===== src/rtl/ase_pkg.sv =====
package ase_pkg;

  typedef enum logic [1:0] {
    CMD_ADDR = 2'd0,
    CMD_VLAN = 2'd1,
    CMD_FREE = 2'd2,
    CMD_AGE  = 2'd3
  } search_cmd_e;

  localparam int MAC_W  = 48;
  localparam int VID_W  = 12;
  localparam int GROUP_BIT = 40;

  localparam logic [1:0] KIND_FREE  = 2'd0;
  localparam logic [1:0] KIND_ADDR  = 2'd1;
  localparam logic [1:0] KIND_VLAN  = 2'd2;
  localparam logic [1:0] KIND_VADDR = 2'd3;

  typedef struct packed {
    logic [1:0]       subtype;
    logic [1:0]       kind;
    logic [VID_W-1:0] vid;
    logic [MAC_W-1:0] mac;
  } entry_t;

  localparam int ENTRY_W = $bits(entry_t);

endpackage


===== src/rtl/ase_match.sv =====
module ase_match
  import ase_pkg::*;
(
  input  search_cmd_e      cmd,
  input  logic [MAC_W-1:0] mac,
  input  logic [VID_W-1:0] vid,
  input  entry_t           ent,
  output logic             hit
);

  logic       is_addr;
  logic [3:0] pred;

  assign is_addr = (ent.kind == KIND_ADDR) || (ent.kind == KIND_VADDR);

  generate
    for (genvar c = 0; c < 4; c++) begin : g_pred
      if (c == int'(CMD_ADDR)) begin : g_addr
        assign pred[c] = is_addr && (ent.vid == vid) && (ent.mac == mac);
      end else if (c == int'(CMD_VLAN)) begin : g_vlan
        assign pred[c] = (ent.kind == KIND_VLAN) && (ent.vid == vid);
      end else if (c == int'(CMD_FREE)) begin : g_free
        assign pred[c] = (ent.kind == KIND_FREE);
      end else begin : g_age
        assign pred[c] = is_addr && !ent.mac[GROUP_BIT] && ent.subtype[0];
      end
    end
  endgenerate

  assign hit = pred[cmd];

endmodule


===== src/rtl/ase_scan_ctrl.sv =====
module ase_scan_ctrl #(
  parameter int DEPTH = 64,
  localparam int IDX_W = $clog2(DEPTH)
) (
  input  logic             clk,
  input  logic             rst,
  input  logic             start,
  input  logic             finish,
  output logic             busy,
  output logic             issue,
  output logic [IDX_W-1:0] addr,
  output logic             cmp_v,
  output logic [IDX_W-1:0] cmp_idx,
  output logic             cmp_last
);

  localparam logic [IDX_W-1:0] LAST = IDX_W'(DEPTH - 1);

  always_ff @(posedge clk) begin
    if (rst) begin
      busy     <= 1'b0;
      issue    <= 1'b0;
      addr     <= '0;
      cmp_v    <= 1'b0;
      cmp_idx  <= '0;
      cmp_last <= 1'b0;
    end else if (!busy) begin
      cmp_v <= 1'b0;
      if (start) begin
        busy  <= 1'b1;
        issue <= 1'b1;
        addr  <= '0;
      end
    end else if (finish) begin
      busy  <= 1'b0;
      issue <= 1'b0;
      cmp_v <= 1'b0;
    end else begin
      cmp_v <= issue;
      if (issue) begin
        cmp_idx  <= addr;
        cmp_last <= (addr == LAST);
        if (addr == LAST) issue <= 1'b0;
        else              addr  <= addr + 1'b1;
      end
    end
  end

endmodule


===== src/rtl/addr_search_engine.sv =====
module addr_search_engine
  import ase_pkg::*;
#(
  parameter int DEPTH = 64,
  localparam int IDX_W = $clog2(DEPTH)
) (
  input  logic                clk,
  input  logic                rst,
  input  logic                start,
  input  logic [1:0]          cmd,
  input  logic [MAC_W-1:0]    mac_in,
  input  logic [VID_W-1:0]    vid_in,
  output logic                rd_en,
  output logic [IDX_W-1:0]    rd_addr,
  input  logic [ENTRY_W-1:0]  rd_data,
  output logic                done,
  output logic                found,
  output logic [IDX_W-1:0]    index
);

  search_cmd_e      cmd_q;
  logic [MAC_W-1:0] mac_q;
  logic [VID_W-1:0] vid_q;
  logic             busy, issue, cmp_v, cmp_last, hit, finish;
  logic [IDX_W-1:0] addr, cmp_idx;

  always_ff @(posedge clk) begin
    if (rst) begin
      cmd_q <= CMD_ADDR;
      mac_q <= '0;
      vid_q <= '0;
    end else if (start && !busy) begin
      cmd_q <= search_cmd_e'(cmd);
      mac_q <= mac_in;
      vid_q <= vid_in;
    end
  end

  ase_scan_ctrl #(.DEPTH(DEPTH)) u_ctrl (
    .clk      (clk),
    .rst      (rst),
    .start    (start),
    .finish   (finish),
    .busy     (busy),
    .issue    (issue),
    .addr     (addr),
    .cmp_v    (cmp_v),
    .cmp_idx  (cmp_idx),
    .cmp_last (cmp_last)
  );

  ase_match u_match (
    .cmd (cmd_q),
    .mac (mac_q),
    .vid (vid_q),
    .ent (entry_t'(rd_data)),
    .hit (hit)
  );

  assign finish  = cmp_v && (hit || cmp_last);
  assign rd_en   = issue;
  assign rd_addr = addr;

  always_ff @(posedge clk) begin
    if (rst) begin
      done  <= 1'b0;
      found <= 1'b0;
      index <= '0;
    end else begin
      done <= finish;
      if (finish) begin
        found <= hit;
        index <= cmp_idx;
      end
    end
  end

endmodule


===== config.mk =====
export PLATFORM = sky130hd
export DESIGN_NAME = addr_search_engine
export DESIGN_NICKNAME = d
export VERILOG_FILES = /design/src/rtl/ase_pkg.sv /design/src/rtl/ase_match.sv /design/src/rtl/ase_scan_ctrl.sv /design/src/rtl/addr_search_engine.sv
export SDC_FILE = /design/constraint.sdc
export NUM_CORES = 1
export LEC_CHECK = 0
export BUFFER_PORTS_ARGS = -buffer_cell sky130_fd_sc_hd__buf_2
export CAP_MARGIN = 20
export CORE_MARGIN = 10
export CORE_UTILIZATION = 45
export CTS_CLUSTER_SIZE = 40
export DETAILED_ROUTE_END_ITERATION = 16
export PLACE_DENSITY = 0.76
export SYNTH_ARGS = -nofsm -noshare
export SYNTH_HDL_FRONTEND = slang
export SYNTH_SLANG_ARGS = --single-unit

===== constraint.sdc =====
create_clock -name clk -period 2.7 [get_ports clk]
set_input_delay 0.54 -clock clk [delete_from_list [all_inputs] [get_ports clk]]
set_output_delay 0.54 -clock clk [all_outputs]
set_load 0.1 [all_outputs]

# Word level (Yosys, flattened, before mapping)
# Cells that the tools add are included.
[classes]
add_sub_neg = 1
mux = 15
eq_ne = 9
n_lt_le_gt_ge = 1
n_bitwise = 2
reduce_logical = 16
[ops]
columns = ["op", "count"]
rows = [
  ["48-bit equality test", 1],
  ["6-bit 2-to-1 mux", 5],
  ["12-bit equality test", 1],
  ["1-bit 2-to-1 mux", 9],
  ["1-bit logical AND", 7],
  ["6-bit by 1-bit adder with 6-bit output, second input constant", 1],
  ["6-bit equality test, second input constant", 1],
  ["2-bit inequality test, second input constant", 3],
  ["2-bit equality test, second input constant", 2],
  ["4-bit AND reduction", 1],
  ["2-bit by 3-bit < comparator with 1-bit output, second input constant", 1],
  ["3-bit AND reduction", 1],
  ["3-bit OR reduction", 1],
  ["1-bit binary-select mux with 2-bit select", 1],
  ["2-bit by 1-bit equality test with 1-bit output, second input constant", 1],
  ["1-bit zero test", 2],
  ["2-bit zero test", 1],
  ["1-bit logical OR", 2],
  ["1-bit NOT", 2],
  ["2-bit nonzero test", 1],
]
[word_totals]
out_inout_bits = 15
regBits = 86
elab_cells = 56
inputBits = 129

# Depth between registers and ports, before layout
[logic_depth]
word_depth = 10
depth_mapped = 8
ltp_nobuf = 7

# Modules after synthesis
# From an unflattened synthesis, not the netlist that was laid out.
[unflattened]
hier_cells = 474
area_unflattened_um2 = 3793.6
[by_module_without_submodules]
columns = ["mod", "n_inst", "cells_each", "area_per_inst_um2", "seq_area_each_um2"]
rows = [
  ["addr_search_engine", 1, 304, 2398.6, 1401.3],
  ["ase_match", 1, 91, 720.7, 0.0],
  ["ase_scan_ctrl", 1, 79, 674.4, 320.3],
]

# Least setup slack after synthesis
# Ideal clock, no wire load.
[synth_path]
kind = "input to register"
from = "in rd_data[9]"
to = "reg u_ctrl.addr[2]"
path_slack_ps = 119
required_time_ps = 2577
t_arrival_ps = 2457
stages = 8
setup_time_ps = 123
n_path_buf = 1
path_cell_list = "xor2_1 -> or4_1 -> nor4_1 -> nand4_1 -> o211a_1 -> buf_6 -> o2111ai_2 -> mux2_1"
[synth_between]
elab_chain_len = 8
[synth_lines]
columns = ["item", "line", "rtl"]
rows = [
  ["start, declared", "addr_search_engine.sv:15", "input logic [ENTRY_W-1:0] rd_data,"],
  ["48-bit equality test", "ase_match.sv:19", "assign pred[c] = is_addr && (ent.vid == vid) && (ent.mac == mac);"],
  ["1-bit logical AND", "ase_match.sv:19", ""],
  ["1-bit binary-select mux with 2-bit select", "ase_match.sv:30", "assign hit = pred[cmd];"],
  ["1-bit 2-to-1 mux (not written as such)", "ase_match.sv:30", ""],
  ["1-bit logical OR", "addr_search_engine.sv:60", "assign finish = cmp_v && (hit || cmp_last);"],
  ["1-bit logical AND", "addr_search_engine.sv:60", ""],
  ["2-bit inequality test (no line)", "n/a", ""],
  ["4-bit AND reduction (no line)", "n/a", ""],
  ["end signal, assigned", "ase_scan_ctrl.sv:44", "else addr <= addr + 1'b1;"],
  ["end, declared", "ase_scan_ctrl.sv:11", "output logic [IDX_W-1:0] addr,"],
]
# No other way between the ends. The select of a mux whose other input is x is not followed.
# A chain may end at the register's enable or synchronous reset.

# Worst setup path after layout
[layout_path]
from = "reg mac_q[9]"
to = "reg u_ctrl.addr[0]"
[layout_between]
elab_chain_len = 8
[layout_lines]
columns = ["item", "line", "rtl"]
rows = [
  ["start, declared", "addr_search_engine.sv:22", "logic [MAC_W-1:0] mac_q;"],
  ["start signal, assigned", "addr_search_engine.sv:34", "mac_q <= mac_in;"],
  ["48-bit equality test", "ase_match.sv:19", ""],
  ["1-bit logical AND", "ase_match.sv:19", ""],
  ["1-bit binary-select mux with 2-bit select", "ase_match.sv:30", ""],
  ["1-bit 2-to-1 mux (not written as such)", "ase_match.sv:30", ""],
  ["1-bit logical OR", "addr_search_engine.sv:60", ""],
  ["1-bit logical AND", "addr_search_engine.sv:60", ""],
  ["2-bit inequality test (no line)", "n/a", ""],
  ["4-bit AND reduction (no line)", "n/a", ""],
]
# No other way between the ends. The select of a mux whose other input is x is not followed.

==> results.yml <==
timing:
  worst_pin_slew_ns: 0.625
  finalCritPeriodShare_pct: 95.6
  max_freq_mhz: 388
  min_period_ns: 2.58
  slew_headroom_pct: 58.3
  hold-worst-slack_ns: 0.419
  setup_viol: 0
  final.setup_skew_ns: 0.0128
  report.final.slew_viol_count: 0
  timing.final.hold_violations: 0
  fin_ws_ns: 0.120
yosys:
  ys_seq_elements: 86
  synth_xor_area_share_pct: 11.6
  synth_edf_count: 0
  yosys.area_share.simple_pct: 25.4
  synthTopCellsByArea: "dfxtp_1, nand2_1, a21oi_1"
  synth_fa_ha_area_share_pct: 0.306
  synthMuxAreaShare_pct: 1.35
  synth_most_common_cell: "nand2_1"
  syn_area_sq_um: 4090
  synth_cell_types: 42
  syn-num-nets: 648
  synth_ff_type: "dfxtp_1"
  avgSynthCellArea_sq_um: 7.89
  yosysWarningCount: 0
  synth_compound_area_share_pct: 15.6
  ys_seq_area_share_pct: 42.1
  synth_top_cell_area_share_pct: 42.1
  synth_top_family_by_area: "simple AND/OR/NAND/NOR gates"
  async_reset_ff_share_pct: 0
  yosysTopAreaCell: "dfxtp_1"
  synthCells: 518
  synth.top_cells.by_count: "nand2_1, dfxtp_1, a21oi_1"
route:
  via_count: 4217
  via_per_inst: 5.42
  finalWirelength_microns: 13000
  post_drt_wl_per_cell_microns: 16.6
  dr.pass1.iters: 5
  remaining_drc_errors: 0
  ant_nets: 0
  drt_iter0_markers: 299
floorplan:
  core_sq_um: 8760
  start_util_pct: 46.7
  core.rowCount: 34
  dieWidth_microns: 115
  io_pins: 144
  die_area_sq_um: 13300
  die-height_microns: 115
global_route:
  grt_start_max_net_pins: 46
  grt_usage_pct: 18.6
  grt-ovfl-total: 0
  grt_first_pass_wirelength_microns: 20100
  antenna_found_initial: 1
  first_global_vias: 4175
pwr:
  power_leakage_nw: 2.19
  ir_drop_mv: 0.300
  p_per_area_nw_per_um2: 537
clock_tree:
  cts_made_buffers: 9
  cts.sinks: 86
  hold_buffers: 0
  cts_tree: "done"
  cts_buffer_depth: 2
  clk_pin_slew_ns: 0.09
  root_buffer: "clkbuf_8"
  insertion_delay_ns: 0.35
  htree_levels: 3
place:
  gp_congestion: 0.937
  hpwl_microns: 9900
  dp_slack_ns: -0.422
  numPortBuffers: 142
setup_path:
  cp.arrival_ns: 2.81
  crit_family: "simple AND/OR/NAND/NOR gates"
  reg2reg_depth: 7
  path_class: "flip-flop to flip-flop"
  worstPathRequired_ns: 2.93
  start_kind: "flip-flop"
  crit_buf_inv: 0
  cp-end-kind: "flip-flop"
  crit_fanout: 6
  cp_slowest_stage_delay_ns: 0.57
  cp.depth: 7
  slowest_stage: "or4_4"
  crit_chain: "xor2_1, or4_4, nor4_4, nand4_1, o211a_4, o211ai_1, mux2_4"
finish:
  area_delta_synth_final_pct: 29.2
  final_layout_size_suffix_gt1_share_pct: 28.4
  finalNetCount: 794
status:
  status: "complete, no violations"
worst_hold_path:
  hold_class: "input port to flip-flop"
  holdPathStages: 3
run:
  drv_cap: 0
cells by family (layout without fill, tap and decap cells):
logic type	Yosys count	in the layout
buffers and inverters	38	188
and+or+nand+nor	222	222
xor gates and xnor gates	54	54
adders and majority gates	1	1
AOI/OAI and AO/OA	112	113
muxes	5	5
DFF	86	86
other	0	1
sequential cells by signal, summed over array words and instances, names as in the netlist, 2 cells and up:
name            cells
cmd_q               2
index               6
mac_q              48
u_ctrl.addr         6
u_ctrl.cmp_idx      6
vid_q              12
routing by layer:
layer  track usage, %  routed length [microns]  vias up
met5                0                        0        -
met4             7.01                      215        0
met3             4.27                      986       14
met2             30.5                     6230      167
met1             23.2                     5520     1967
li1                 -                        -     2069
stage by stage:
step           TNS [ns]  cell area (sq um)  instances  utilization (%)  total power (W)
5_1_grt         -0.0437               5280        778             60.3          0.00297
6_report              0               5280        778             60.3          0.00283
3_3_place_gp      -1.67               5000        757             57.0          0.00185
3_5_place_dp      -4.32               5000        757             57.0          0.00187
2_1_floorplan         0               4090        518                -          0.00165
4_1_cts               0               5230        773             59.6          0.00285
cell type report:
| type | count | area (sq um) |
|---|---|---|
| repair buffers | 165 | 908 |
| flip-flops and latches | 86 | 1720 |
| multi-input cells | 395 | 2270 |
| clock buffers | 11 | 131 |
| diodes | 1 | 2.50 |
| well taps | 108 | 135 |
| inverters | 7 | 26.3 |
| fillers | 827 | 3480 |
| clock inverters | 5 | 83.8 |
report_power, final:
group	leakage [nW]	switching [W]	internal, W	total, W
Sequential	0.703	0.0000462	0.00133	0.00137
Combinational	1.39	0.000267	0.000212	0.000479
Clock	0.0998	0.000459	0.000524	0.000983
Total	2.19	0.000771	0.00206	0.00283
final timing paths:
path	from	to	slack [ns]
worst min-delay path	vid_in[8]	vid_q[8]	0.42
worst min register to register	mac_q[35]	mac_q[35]	0.47
worst max register to register	mac_q[9]	u_ctrl.addr[0]	0.12
worst max-delay path	mac_q[9]	u_ctrl.addr[0]	0.12
layout by cell type, fill, tap and decap left out, drive strengths merged, types with 2 or more instances in the layout:
cell	Yosys	final
o21ai	13	13
and3	2	2
xor2	22	22
dfxtp	86	86
nor2b	2	2
o2111ai	5	5
nand3b	4	4
nand4	15	15
a21oi	76	76
inv	7	7
or4	2	2
nor3	6	6
bufinv	0	2
o211ai	10	10
and4b	2	2
nand2b	12	12
clkbuf	26	11
clkinvlp	0	2
xnor2	32	32
o211a	1	2
nand2	129	129
nor3b	5	5
nor2	9	9
buf	5	165
nor4	10	10
nand3	20	20
mux2	4	4
worst min-delay path, cell delays in order:
cell     delay, ns
buf_2         0.09
nand2_1       0.04
a21oi_1       0.05
timing repair:
item                       in CTS  in global routing
setup buffers                   0                  3
hold endpoints to repair        0                  0
setup endpoints to repair       4                  4
gates cloned                    0                  1
resized for setup               3                  4
pin swaps                       0                  4
No activity file was read; power rests on OpenSTA's default activity.
